===== config.mk =====
export PLATFORM = sky130hd
export DESIGN_NAME = slink_serial_port
export DESIGN_NICKNAME = d
export VERILOG_FILES = /design/src/rtl/slink_pkg.sv /design/src/rtl/slink_sync.sv /design/src/rtl/slink_core.sv /design/src/rtl/slink_serial_port.sv
export SDC_FILE = /design/constraint.sdc
export NUM_CORES = 1
export LEC_CHECK = 0
export BUFFER_PORTS_ARGS = -buffer_cell sky130_fd_sc_hd__buf_2
export CAP_MARGIN = 0
export CORE_MARGIN = 2
export CORE_UTILIZATION = 25
export CTS_CLUSTER_DIAMETER = 30
export CTS_CLUSTER_SIZE = 25
export DETAILED_ROUTE_END_ITERATION = 10
export GPL_ROUTABILITY_DRIVEN = 0
export SYNTH_ARGS = -nofsm -noshare
export SYNTH_HDL_FRONTEND = slang
export SYNTH_SLANG_ARGS = --single-unit

===== constraint.sdc =====
create_clock -name clk -period 5.24 [get_ports clk]
set_input_delay 0.262 -clock clk [delete_from_list [all_inputs] [get_ports clk]]
set_output_delay 0.262 -clock clk [all_outputs]
set_load 0.01 [all_outputs]

===== src/rtl/slink_pkg.sv =====
package slink_pkg;

    localparam int unsigned BYTE_W = 8;
    localparam int unsigned CNT_W  = $clog2(BYTE_W);

    typedef struct packed {
        logic              sck_prev;
        logic [CNT_W-1:0]  bit_cnt;
        logic              expect_addr;
        logic [BYTE_W-1:0] rx;
        logic [BYTE_W-1:0] addr;
        logic [BYTE_W-1:0] rf_addr;
        logic [BYTE_W-1:0] wdata;
        logic [BYTE_W-1:0] tx;
        logic              sdo;
        logic              we;
        logic              re;
        logic              cap;
        logic              busy;
    } link_state_t;

endpackage


===== src/rtl/slink_sync.sv =====
module slink_sync #(
    parameter int unsigned WIDTH  = 4,
    parameter int unsigned STAGES = 2,
    parameter logic [WIDTH-1:0] RST_VAL = '0
) (
    input  logic             clk,
    input  logic             rst_n,
    input  logic [WIDTH-1:0] din,
    output logic [WIDTH-1:0] dout
);

    logic [WIDTH-1:0] stage_q [STAGES];

    for (genvar s = 0; s < STAGES; s++) begin : g_stage
        logic [WIDTH-1:0] stage_d;
        if (s == 0) begin : g_first
            assign stage_d = din;
        end else begin : g_next
            assign stage_d = stage_q[s-1];
        end
        always_ff @(posedge clk or negedge rst_n) begin
            if (!rst_n) stage_q[s] <= RST_VAL;
            else        stage_q[s] <= stage_d;
        end
    end

    assign dout = stage_q[STAGES-1];

endmodule


===== src/rtl/slink_core.sv =====
module slink_core
    import slink_pkg::*;
(
    input  logic              clk,
    input  logic              rst_n,
    input  logic              cs_s,
    input  logic              sck_s,
    input  logic              sdi_s,
    input  logic              rw_s,
    input  logic [BYTE_W-1:0] rf_rdata,
    output logic [BYTE_W-1:0] rf_addr,
    output logic [BYTE_W-1:0] rf_wdata,
    output logic              rf_we,
    output logic              rf_re,
    output logic              sdo_bit,
    output logic              acc_wait
);

    localparam logic [CNT_W-1:0] LAST_BIT = CNT_W'(BYTE_W - 1);

    link_state_t st_d, st_q;

    always_comb begin
        logic              rise;
        logic              fall;
        logic [BYTE_W-1:0] byte_in;

        st_d          = st_q;
        st_d.we       = 1'b0;
        st_d.re       = 1'b0;
        st_d.cap      = st_q.re;
        st_d.sck_prev = sck_s;

        rise    = sck_s & ~st_q.sck_prev;
        fall    = ~sck_s & st_q.sck_prev;
        byte_in = {sdi_s, st_q.rx[BYTE_W-1:1]};

        // data requested in the previous cycle is on rf_rdata now
        if (st_q.cap) begin
            st_d.tx = rf_rdata;
        end

        if (cs_s) begin
            st_d.bit_cnt     = '0;
            st_d.expect_addr = 1'b1;
            st_d.rx          = '0;
        end else if (rise) begin
            st_d.rx      = byte_in;
            st_d.bit_cnt = st_q.bit_cnt + 1'b1;
            if (st_q.bit_cnt == LAST_BIT) begin
                if (st_q.expect_addr) begin
                    st_d.expect_addr = 1'b0;
                    st_d.addr        = byte_in;
                    st_d.rf_addr     = byte_in;
                    st_d.re          = rw_s;
                end else if (rw_s) begin
                    st_d.addr    = st_q.addr + 1'b1;
                    st_d.rf_addr = st_q.addr + 1'b1;
                    st_d.re      = 1'b1;
                end else begin
                    st_d.rf_addr = st_q.addr;
                    st_d.addr    = st_q.addr + 1'b1;
                    st_d.wdata   = byte_in;
                    st_d.we      = 1'b1;
                end
            end
        end else if (fall && rw_s) begin
            st_d.sdo = st_q.tx[st_q.bit_cnt];
        end

        st_d.busy = st_d.we | st_d.re | st_d.cap;
    end

    always_ff @(posedge clk or negedge rst_n) begin
        if (!rst_n) begin
            st_q             <= '0;
            st_q.expect_addr <= 1'b1;
        end else begin
            st_q <= st_d;
        end
    end

    assign rf_addr  = st_q.rf_addr;
    assign rf_wdata = st_q.wdata;
    assign rf_we    = st_q.we;
    assign rf_re    = st_q.re;
    assign sdo_bit  = st_q.sdo;
    assign acc_wait = st_q.busy;

endmodule


===== src/rtl/slink_serial_port.sv =====
module slink_serial_port #(
    parameter int unsigned SYNC_STAGES = 2
) (
    input  logic       clk,
    input  logic       rst_n,
    input  logic       cs_n,
    input  logic       sck,
    input  logic       sdi,
    input  logic       rd_nwr,
    output logic       sdo,
    output logic       sdo_oe,
    output logic       acc_wait,
    output logic [7:0] rf_addr,
    output logic [7:0] rf_wdata,
    output logic       rf_we,
    output logic       rf_re,
    input  logic [7:0] rf_rdata
);

    localparam int unsigned N_IN = 4;

    logic [N_IN-1:0] pins_s;
    logic cs_s, sck_s, sdi_s, rw_s;
    logic sdo_bit;

    slink_sync #(
        .WIDTH  (N_IN),
        .STAGES (SYNC_STAGES),
        .RST_VAL(4'b1000)
    ) u_sync (
        .clk  (clk),
        .rst_n(rst_n),
        .din  ({cs_n, sck, sdi, rd_nwr}),
        .dout (pins_s)
    );

    assign {cs_s, sck_s, sdi_s, rw_s} = pins_s;

    slink_core u_core (
        .clk     (clk),
        .rst_n   (rst_n),
        .cs_s    (cs_s),
        .sck_s   (sck_s),
        .sdi_s   (sdi_s),
        .rw_s    (rw_s),
        .rf_rdata(rf_rdata),
        .rf_addr (rf_addr),
        .rf_wdata(rf_wdata),
        .rf_we   (rf_we),
        .rf_re   (rf_re),
        .sdo_bit (sdo_bit),
        .acc_wait(acc_wait)
    );

    assign sdo_oe = ~cs_s & rw_s;
    assign sdo    = sdo_oe & sdo_bit;

endmodule


==> metrics.txt, run 1 <==
status finished clean; clk root buf clkbuf_8; CP delay by family, top simple AND/OR/NAND/NOR gates; total iterations of the first detailed-routing run 4; WS Path Type flip-flop to flip-flop; Placement Setup Slack 3.12 ns; initial antenna violation count 0; sequential area share after synthesis 0.536; Final Max Tran Viols 0; Net Count, Synth 261; Cells after DPL 385; VDD IR max 0.000192 V; Mapped Area 2670 sq um; Synth Area per Inst 10.9 sq um; IO Port Bufs 34; CTS Sinks 57; Max Cap Viol 0; Post-CTS Setup Repair Bufs 0; Pwr Density 327 nW/um^2; crit-path max FO 11; Vias per Instance 4.30; final routed DRC violation total 0; layout cells sized above 1 0.279; WL final 5.07 mm; Clock power frac 0.524; first-pass GRT wire length 8.60 mm; total CTS buffers 9; Starting Density 0.258; clk slew on worst S/H paths 0.06 ns; height of the die 107 um; ANT cells 0; core area 10300 sq um; global route overflow 0; FP Rows 37; final worst slack 3.13 ns; Post-synth EDFFs 0; hpwl dp 3.45 mm; maximum clock path buffer count 2; Net Switching 0.198 mW; Peak Freq 473 MHz; Worst R2R Setup Slack 3.13 ns; CTS resizes 0; share of power burned in registers 0.450; Final Hold Viols 0; die area 11500 sq um; Die Wd 107 um; CP peak stage delay 0.69 ns; CTS tree built; routed wire length per instance 12.6 um; leakage power figure 1.47 nW; commonest non-fill, non-tap cell in the layout dfrtp_1; crit-path cells nor2b_2, nand2_1, or4_1, mux2_4; Total GRT Usage 0.0969; Via Count 1725; Post-CTS Hold Fix Bufs 0; largest net degree at the start of global routing 58; Slew HR 0.524; Worst EP arrival 2.33 ns; fin crit period 2.11 ns; Critical Path RT 5.46 ns; async set or reset register ratio after synthesis 1.00; Antenna Nets Post-Route 0; area growth from synthesis to layout 15.9%; most frequent cells in the layout 54 x dfrtp_1, 34 x nand2_1, 34 x buf_2; vias in the first global route 1758; Nets 277; drt initial violations 84; Total Power 1.01 mW; Synth Register Bits 57; Least-Margin Pin Slew 0.714 ns; Critical-path top delay cell or4_1; combinational share of power 0.026; Setup Skew 0.0104 ns; Final period util 0.403; type of origin of the critical path flip-flop; Netlist cell types 44; Critical path buffers and inverters 0; I/O pin count 35; Setup crit end kind flip-flop; Skew-Pair Late Insertion Delay 0.34 ns; H-tree depth 3; setup violators final 0; unrepaired setup endpoints after global routing false; Yosys warnings 0; non-filler instance count after layout 401; setup TNS 0 ns; cell-internal power 0.812 mW; Synth Instances 244; Net Sw Frac 0.196; Hold Path Class input port to flip-flop; Main synth FF type dfrtp_1
==> layout make-up <==
type,count,area [sq um]
clock inverters,4,97.6
clock buffers,12,165
fillers,1073,7230
multi-input cells,154,1040
inverters,2,7.51
flip-flops and latches,57,1430
well taps,136,170
repair buffers,36,185
==> logic make-up (layout without fill, tap and decap cells) <==
group,Yosys count,in the layout,synth area share
simple gates,72,72,0.129
mux,25,25,0.122
fa+ha+maj,3,3,0.0141
flops,57,57,0.536
compound gates,48,48,0.104
buf+inv,33,54,0.0755
xor+xnor,6,6,0.0197
==> state kept, by name (all words and copies together) (netlist names), 4 cells and up <==
register	count
u_sync.g_stage.stage_d	4
u_sync.dout	4
u_core.rf_wdata	8
u_core.st_q	29
u_core.rf_addr	8
==> cell usage after synthesis, types with 2 or more instances <==
cell type / n / area (sq um)
a21oi_1: 16 / 80.1
a31oi_1: 2 / 12.5
and2_1: 2 / 12.5
buf_2: 2 / 10.0
buf_4: 18 / 135
clkbuf_1: 9 / 33.8
dfrtp_1: 54 / 1350
dfstp_2: 3 / 78.8
ha_1: 3 / 37.5
inv_1: 2 / 7.51
mux2_2: 8 / 90.1
mux2_4: 8 / 120
mux2i_1: 7 / 70.1
mux4_2: 2 / 45.0
nand2_1: 34 / 128
nand2b_1: 3 / 18.8
nand3_1: 2 / 10.0
nand4_1: 3 / 18.8
nor2_1: 13 / 48.8
nor2b_1: 3 / 18.8
nor3_1: 2 / 10.0
o21ai_0: 20 / 100
o31ai_1: 3 / 22.5
xnor2_1: 5 / 43.8
==> worst reg2reg max path, delay by kind of cell (launching register included) <==
kind / cells / cell delay, ns
mux: 1 / 0.39
flops: 1 / 0.40
simple gates: 3 / 1.22
==> path summary, 6_finish.rpt <==
path / startpoint / end / cells after the start
setup reg to reg: u_sync.dout[2]$_DFF_PN0_ / u_core.rf_wdata[2]$_DFFE_PN0P_ / 4
hold / removal: cs_n / u_sync.g_stage[1].stage_d[3]$_DFF_PN1_ / 1
setup / recovery: u_sync.dout[2]$_DFF_PN0_ / u_core.rf_wdata[2]$_DFFE_PN0P_ / 4
min in group asynchronous: rst_n / u_core.rf_addr[2]$_DFFE_PN0P_ / 2
max in group asynchronous: rst_n / u_core.rf_addr[0]$_DFFE_PN0P_ / 2
hold reg to reg: u_sync.g_stage[1].stage_d[0]$_DFF_PN0_ / u_sync.dout[0]$_DFF_PN0_ / 0
==> stage by stage <==
step / hold slack, ns / instance area [sq um] / util
final: 0.0267 / 3090 / 0.299
after global routing: 0.0106 / 3090 / 0.299
after CTS: 0.00795 / 3090 / 0.299
after detailed placement: 0.336 / 2830 / 0.274
after global placement: 0.333 / 2830 / 0.274
after floorplan: -0.0336 / 2670 / -
==> routing by layer <==
| metal | wire, um | global-route usage |
|---|---|---|
| met1 | 2440 | 0.127 |
| met5 | 0 | 0 |
| met3 | 265 | 0.0339 |
| met4 | 139 | 0.0510 |
| met2 | 2220 | 0.141 |
==> power groups by stage <==
stage / sequential [mW] / combinational, mW / clock (mW)
after floorplan: 0.459 / 0.0127 / 0
after global placement: 0.463 / 0.0263 / 0
final: 0.455 / 0.0260 / 0.529
after global routing: 0.456 / 0.0304 / 0.566
after CTS: 0.455 / 0.0272 / 0.544
after detailed placement: 0.463 / 0.0268 / 0
(Power assumes the default switching activity.)
==> inputs of run 2 (changes only) <==
==> constraint.sdc (replaced) <==
create_clock -name clk -period 2.05 [get_ports clk]
set_input_delay 0.1025 -clock clk [delete_from_list [all_inputs] [get_ports clk]]
set_output_delay 0.1025 -clock clk [all_outputs]
set_load 0.01 [all_outputs]
==> run 2 against run 1 <==
Effect of this change:
- flip-flop and latch count is the same
- global-route usage grew 0.43 points
- fmax grew 17%
- power grew 120%
- combinational power grew to 3.7 times the previous value
- sequential power grew to 2.5 times the previous value
- first-iteration DRC count shrank 19%
- clock-buffer cell count shrank 1
- wire length grew 4.4%
- sequential share of layout area shrank 1.5 points
- largest power group is now registers
- highest routed layer unchanged
==> metrics.txt, run 2 (same netlist as run 1, synthesis figures left out) <==
leakage power figure 1.52 nW (was 1.47 nW); hpwl dp 3.57 mm (was 3.45 mm); Post-CTS Setup Repair Bufs 0 (unchanged); height of the die 107 um (unchanged); Final Hold Viols 0 (unchanged); die area 11500 sq um (unchanged); Antenna Nets Post-Route 0 (unchanged); Setup Skew 0.00800 ns (was 0.0104 ns); Slew HR 0.597 (was 0.524); non-filler instance count after layout 420 (was 401); Setup crit end kind flip-flop (unchanged); layout cells sized above 1 0.282 (was 0.279); largest net degree at the start of global routing 34 (was 58); total CTS buffers 9 (unchanged); fin crit period 1.81 ns (was 2.11 ns); WS Path Type flip-flop to flip-flop (unchanged); most frequent cells in the layout 54 x dfrtp_1, 34 x nand2_1, 34 x buf_2 (unchanged); Worst R2R Start u_core.st_q[46]$_DFFE_PN0P_ (was u_sync.dout[2]$_DFF_PN0_); commonest non-fill, non-tap cell in the layout dfrtp_1 (unchanged); share of power burned in registers 0.524 (was 0.450); setup violators final 0 (unchanged); CTS tree built (unchanged); Post-CTS Hold Fix Bufs 13 (was 0); Peak Freq 553 MHz (was 473 MHz); ANT cells 0 (unchanged); WL final 5.29 mm (was 5.07 mm); Cells after DPL 391 (was 385); critical path endpoint u_core.rf_wdata[3]$_DFFE_PN0P_ (was u_core.rf_wdata[2]$_DFFE_PN0P_); Net Switching 0.524 mW (was 0.198 mW); largest register by flop count u_core.st_q (unchanged); Starting Density 0.258 (unchanged); clk root buf clkbuf_8 (unchanged); IO Port Bufs 34 (unchanged); CTS Sinks 57 (unchanged); crit-path max FO 9 (was 11); Hold Path Class input port to asynchronous set/reset pin (was input port to flip-flop); unrepaired setup endpoints after global routing false (unchanged); Max Cap Viol 0 (unchanged); total iterations of the first detailed-routing run 4 (unchanged); routed wire length per instance 12.6 um (about the same); Total Power 2.21 mW (was 1.01 mW); Worst Setup SP u_core.st_q[46]$_DFFE_PN0P_ (was u_sync.dout[2]$_DFF_PN0_); vias in the first global route 1762 (was 1758); FP Rows 37 (unchanged); Pwr Density 692 nW/um^2 (was 327 nW/um^2); final routed DRC violation total 0 (unchanged); cell-internal power 1.69 mW (was 0.812 mW); Skew-Pair Late Insertion Delay 0.34 ns (about the same); Die Wd 107 um (unchanged); Critical Path RT 2.27 ns (was 5.46 ns); Worst EP arrival 2.03 ns (was 2.33 ns); type of origin of the critical path flip-flop (unchanged); Vias per Instance 4.38 (was 4.30); Via Count 1841 (was 1725); clk slew on worst S/H paths 0.06 ns (about the same); maximum clock path buffer count 2 (unchanged); Worst Reg2Reg Path Length in Cells 6 (was 4); CTS resizes 0 (unchanged); Worst R2R Setup Slack 0.24 ns (was 3.13 ns); core area 10300 sq um (unchanged); H-tree depth 3 (unchanged); combinational share of power 0.044 (was 0.026); area growth from synthesis to layout 19.9% (was 15.9%); I/O pin count 35 (unchanged); global route overflow 0 (unchanged); Least-Margin Pin Slew 0.604 ns (was 0.714 ns); Net Sw Frac 0.237 (was 0.196); drt initial violations 68 (was 84); Nets 296 (was 277); Total GRT Usage 0.101 (was 0.0969); Final Max Tran Viols 0 (unchanged); Core Util, Final 0.310 (was 0.299); initial antenna violation count 0 (unchanged); Clock power frac 0.433 (was 0.524); status finished clean (unchanged); VDD IR max 0.000409 V (was 0.000192 V); setup TNS 0 ns (unchanged); Final period util 0.882 (was 0.403); number of flip-flops in the largest register 29 (unchanged); first-pass GRT wire length 8.90 mm (was 8.60 mm); Critical R2R Capture u_core.rf_wdata[3]$_DFFE_PN0P_ (was u_core.rf_wdata[2]$_DFFE_PN0P_)
-- run 2: worst min path at each step --
| stage | cells after the start | end | slack, ns | from |
|---|---|---|---|---|
| floorplan | 0 | u_core.acc_wait$_DFF_PN0_ | -0.19 | rst_n |
| detailed placement | 1 | u_core.rf_addr[1]$_DFFE_PN0P_ | 0.15 | rst_n |
| global route | 0 | u_sync.dout[1]$_DFF_PN0_ | 0.35 | u_sync.g_stage[1].stage_d[1]$_DFF_PN0_ |
| CTS | 2 | u_core.rf_addr[1]$_DFFE_PN0P_ | 0.30 | rst_n |
| finish | 2 | u_core.rf_addr[1]$_DFFE_PN0P_ | 0.30 | rst_n |
| global placement | 1 | u_core.rf_addr[1]$_DFFE_PN0P_ | 0.14 | rst_n |
-- run 2: power groups by stage --
stage | combinational (mW) | clock, mW | sequential (mW)
floorplan | 0.0324 | 0 | 1.17
global placement | 0.0787 | 0 | 1.18
detailed placement | 0.0802 | 0 | 1.18
CTS | 0.0991 | 0.991 | 1.16
global route | 0.110 | 1.05 | 1.16
finish | 0.0971 | 0.957 | 1.16
-- run 2: critical path: stages (launching register included) --
cell,delay [ns]
dfrtp_1,0.40
ha_1,0.17
ha_1,0.16
nand2_1,0.07
or4_1,0.39
buf_4,0.20
mux2_4,0.30
-- run 2: area by class of cell --
cell class | count | area (sq um)
inverter | 2 | 7.51
clock inverter | 5 | 30.0
fill | 1035 | 7130
clock buffer | 11 | 151
multi-input combinational | 154 | 1040
tap | 136 | 170
sequential | 57 | 1430
timing repair buffer | 55 | 373
-- run 2: per-stage QoR --
step	setup slack [ns]	cell area (sq um)	hold WS, ns
floorplan	0.309	2670	-0.193
global placement	0.271	2890	0.136
detailed placement	0.222	2890	0.145
CTS	0.217	3200	0.303
global route	0.105	3200	0.353
finish	0.241	3200	0.303
-- run 2: metal layers --
metal,wire (um),track usage,vias up
met5,0,0,-
met4,86,0.0417,0
met3,250,0.0327,10
met2,2450,0.153,41
met1,2510,0.133,891
li1,-,-,899
==> inputs of run 3 (changes only) <==
==> constraint.sdc (replaced) <==
create_clock -name clk -period 2.05 [get_ports clk]
set_input_delay 0.205 -clock clk [delete_from_list [all_inputs] [get_ports clk]]
set_output_delay 0.205 -clock clk [all_outputs]
set_load 0.01 [all_outputs]
==> run 3 against run 2 <==
Effect of this change:
- final area fell by 1.6%
- clock power is 18% higher
- clock-buffer cell count shrank 1
- largest cell class unchanged
==> metrics.txt, run 3 (same netlist as run 1, synthesis figures left out) <==
top sig layer met4 (unchanged); first-pass GRT wire length 8.74 mm (was 8.90 mm); Total GRT Usage 0.0996 (was 0.101); Hold Crit Depth 2; FP Rows 37 (unchanged); Routed met3 length 290 um (was 250 um); CTS Sinks 57 (unchanged); Placement Setup Slack 0.222 ns (about the same); Die Wd 107 um (unchanged); commonest non-fill, non-tap cell in the layout dfrtp_1 (unchanged); status finished clean (unchanged); total CTS buffers 9 (unchanged); Setup crit end kind flip-flop (unchanged); Hold Path Class input port to flip-flop (was input port to asynchronous set/reset pin); initial antenna violation count 0 (unchanged); Pwr Density 753 nW/um^2 (was 692 nW/um^2); die area 11500 sq um (unchanged); Worst R2R Setup Slack 0.23 ns (was 0.24 ns); largest net degree at the start of global routing 34 (unchanged); Least-Margin Pin Slew 0.589 ns (was 0.604 ns); fin crit period 1.82 ns (was 1.81 ns); Peak Freq 551 MHz (was 553 MHz); core area 10300 sq um (unchanged); height of the die 107 um (unchanged); routed wire length per instance 12.5 um (was 12.6 um); ANT cells 0 (unchanged); type of origin of the critical path flip-flop (unchanged); largest register by flop count u_core.st_q (unchanged); Critical R2R Capture u_core.rf_wdata[3]$_DFFE_PN0P_ (unchanged); met2 WL post-DR 2.29 mm (was 2.45 mm); clk root buf clkbuf_8 (unchanged); setup TNS 0 ns (unchanged); clk slew on worst S/H paths 0.07 ns (was 0.06 ns); Worst EP arrival 2.04 ns (was 2.03 ns); Worst Reg2Reg Path Length in Cells 6 (unchanged); leakage power figure 1.50 nW (was 1.52 nW); Final period util 0.886 (was 0.882); Cells after DPL 391 (unchanged); Post-CTS Setup Repair Bufs 0 (unchanged); hpwl dp 3.51 mm (was 3.57 mm); Final Max Tran Viols 0 (unchanged); CTS tree built (unchanged); Reg area 1430 sq um (unchanged); fillers 1085 (was 1035); Nets 288 (was 296); IO Port Bufs 34 (unchanged); Total Power 2.37 mW (was 2.21 mW); Final Hold Viols 0 (unchanged); Hold EP u_core.st_q[6]$_DFFE_PN0P_; Core Util, Final 0.305 (was 0.310); WS Path Type flip-flop to flip-flop (unchanged); Slew HR 0.607 (was 0.597); Starting Density 0.258 (unchanged); unrepaired setup endpoints after global routing false (unchanged); total iterations of the first detailed-routing run 4 (unchanged); maximum clock path buffer count 2 (unchanged); hold path start rf_rdata[1]; area growth from synthesis to layout 18.0% (was 19.9%); I/O pin count 35 (unchanged); global route overflow 0 (unchanged); Metal-1 WL 2.46 mm (was 2.51 mm); Multi-input gate area 1040 sq um (unchanged); final routed DRC violation total 0 (unchanged); most frequent cells in the layout 54 x dfrtp_1, 34 x nand2_1, 34 x buf_2 (unchanged); Skew-Pair Late Insertion Delay 0.34 ns (about the same); final worst slack 0.234 ns (was 0.241 ns); drt initial violations 85 (was 68); Max Cap Viol 0 (unchanged); Hold Slack 0.0953 ns (was 0.303 ns); Area after DPL 2890 sq um (unchanged); Via Count 1820 (was 1841); number of flip-flops in the largest register 29 (unchanged); WL final 5.16 mm (was 5.29 mm); H-tree depth 3 (unchanged); crit-path max FO 9 (unchanged); setup violators final 0 (unchanged); non-filler instance count after layout 412 (was 420); Setup Skew 0.00733 ns (was 0.00800 ns); Critical Path RT 2.27 ns (about the same); fin area 3150 sq um (was 3200 sq um); Antenna Nets Post-Route 0 (unchanged); Worst R2R Start u_core.st_q[46]$_DFFE_PN0P_ (unchanged); layout cells sized above 1 0.286 (was 0.282); Vias per Instance 4.42 (was 4.38); VDD IR max 0.000420 V (was 0.000409 V); vias in the first global route 1749 (was 1762)
run 3: changes by cell type in the layout (fill, tap and decap cells not counted):
cell,change
clkinvlp_4,-1
clkbuf_1,+1
clkbuf_8,-2
dlygate4sd3_1,-8
bufinv_16,+2
run 3: area by class of cell:
cell class / instances / share of cell area
Inverter: 2 / 0.00239
Sequential cell: 57 / 0.454
Clock buffer: 10 / 0.0406
Timing Repair Buffer: 47 / 0.0930
Multi-Input combinational cell: 154 / 0.329
Tap cell: 136 / 0.0541
Clock inverter: 6 / 0.0262
run 3: metal layers:
| layer | vias to the layer above | track usage |
|---|---|---|
| met4 | 0 | 0.0399 |
| met2 | 50 | 0.148 |
| met3 | 13 | 0.0375 |
| met5 | - | 0 |
| met1 | 874 | 0.130 |
| li1 | 883 | - |
run 3: worst max-delay path by stage:
stage / endpoint / slack [ns] / depth (start not counted) / start
detailed placement: u_core.rf_wdata[2]$_DFFE_PN0P_ / 0.22 / 6 / u_core.st_q[46]$_DFFE_PN0P_
CTS: u_core.rf_wdata[1]$_DFFE_PN0P_ / 0.22 / 6 / u_core.st_q[46]$_DFFE_PN0P_
floorplan: u_core.rf_wdata[0]$_DFFE_PN0P_ / 0.31 / 6 / u_core.st_q[47]$_DFFE_PN0P_
global placement: u_core.rf_wdata[3]$_DFFE_PN0P_ / 0.28 / 6 / u_core.st_q[46]$_DFFE_PN0P_
global route: u_core.rf_wdata[0]$_DFFE_PN0P_ / 0.14 / 6 / u_core.st_q[46]$_DFFE_PN0P_
finish: u_core.rf_wdata[3]$_DFFE_PN0P_ / 0.23 / 6 / u_core.st_q[46]$_DFFE_PN0P_
run 3: worst max-delay path: stages, from the launching register on:
cell and delay [ns]:
dfrtp_1 0.41, ha_1 0.17, ha_1 0.16, nand2_1 0.07, or4_1 0.39, buf_4 0.21, mux2_4 0.30
run 3: timing repair:
item | CTS | global route
setup endpoints to repair | 0 | 0
hold buffers | 5 | 0
endpoints found under the hold margin | 28 | 0
gates resized for setup | 0 | 0
run 3: power by group:
part / switching [mW] / internal, mW / total (mW)
clock: 0.448 / 0.677 / 1.13
sequential: 0.0162 / 1.14 / 1.16
combinational: 0.0471 / 0.0379 / 0.0850
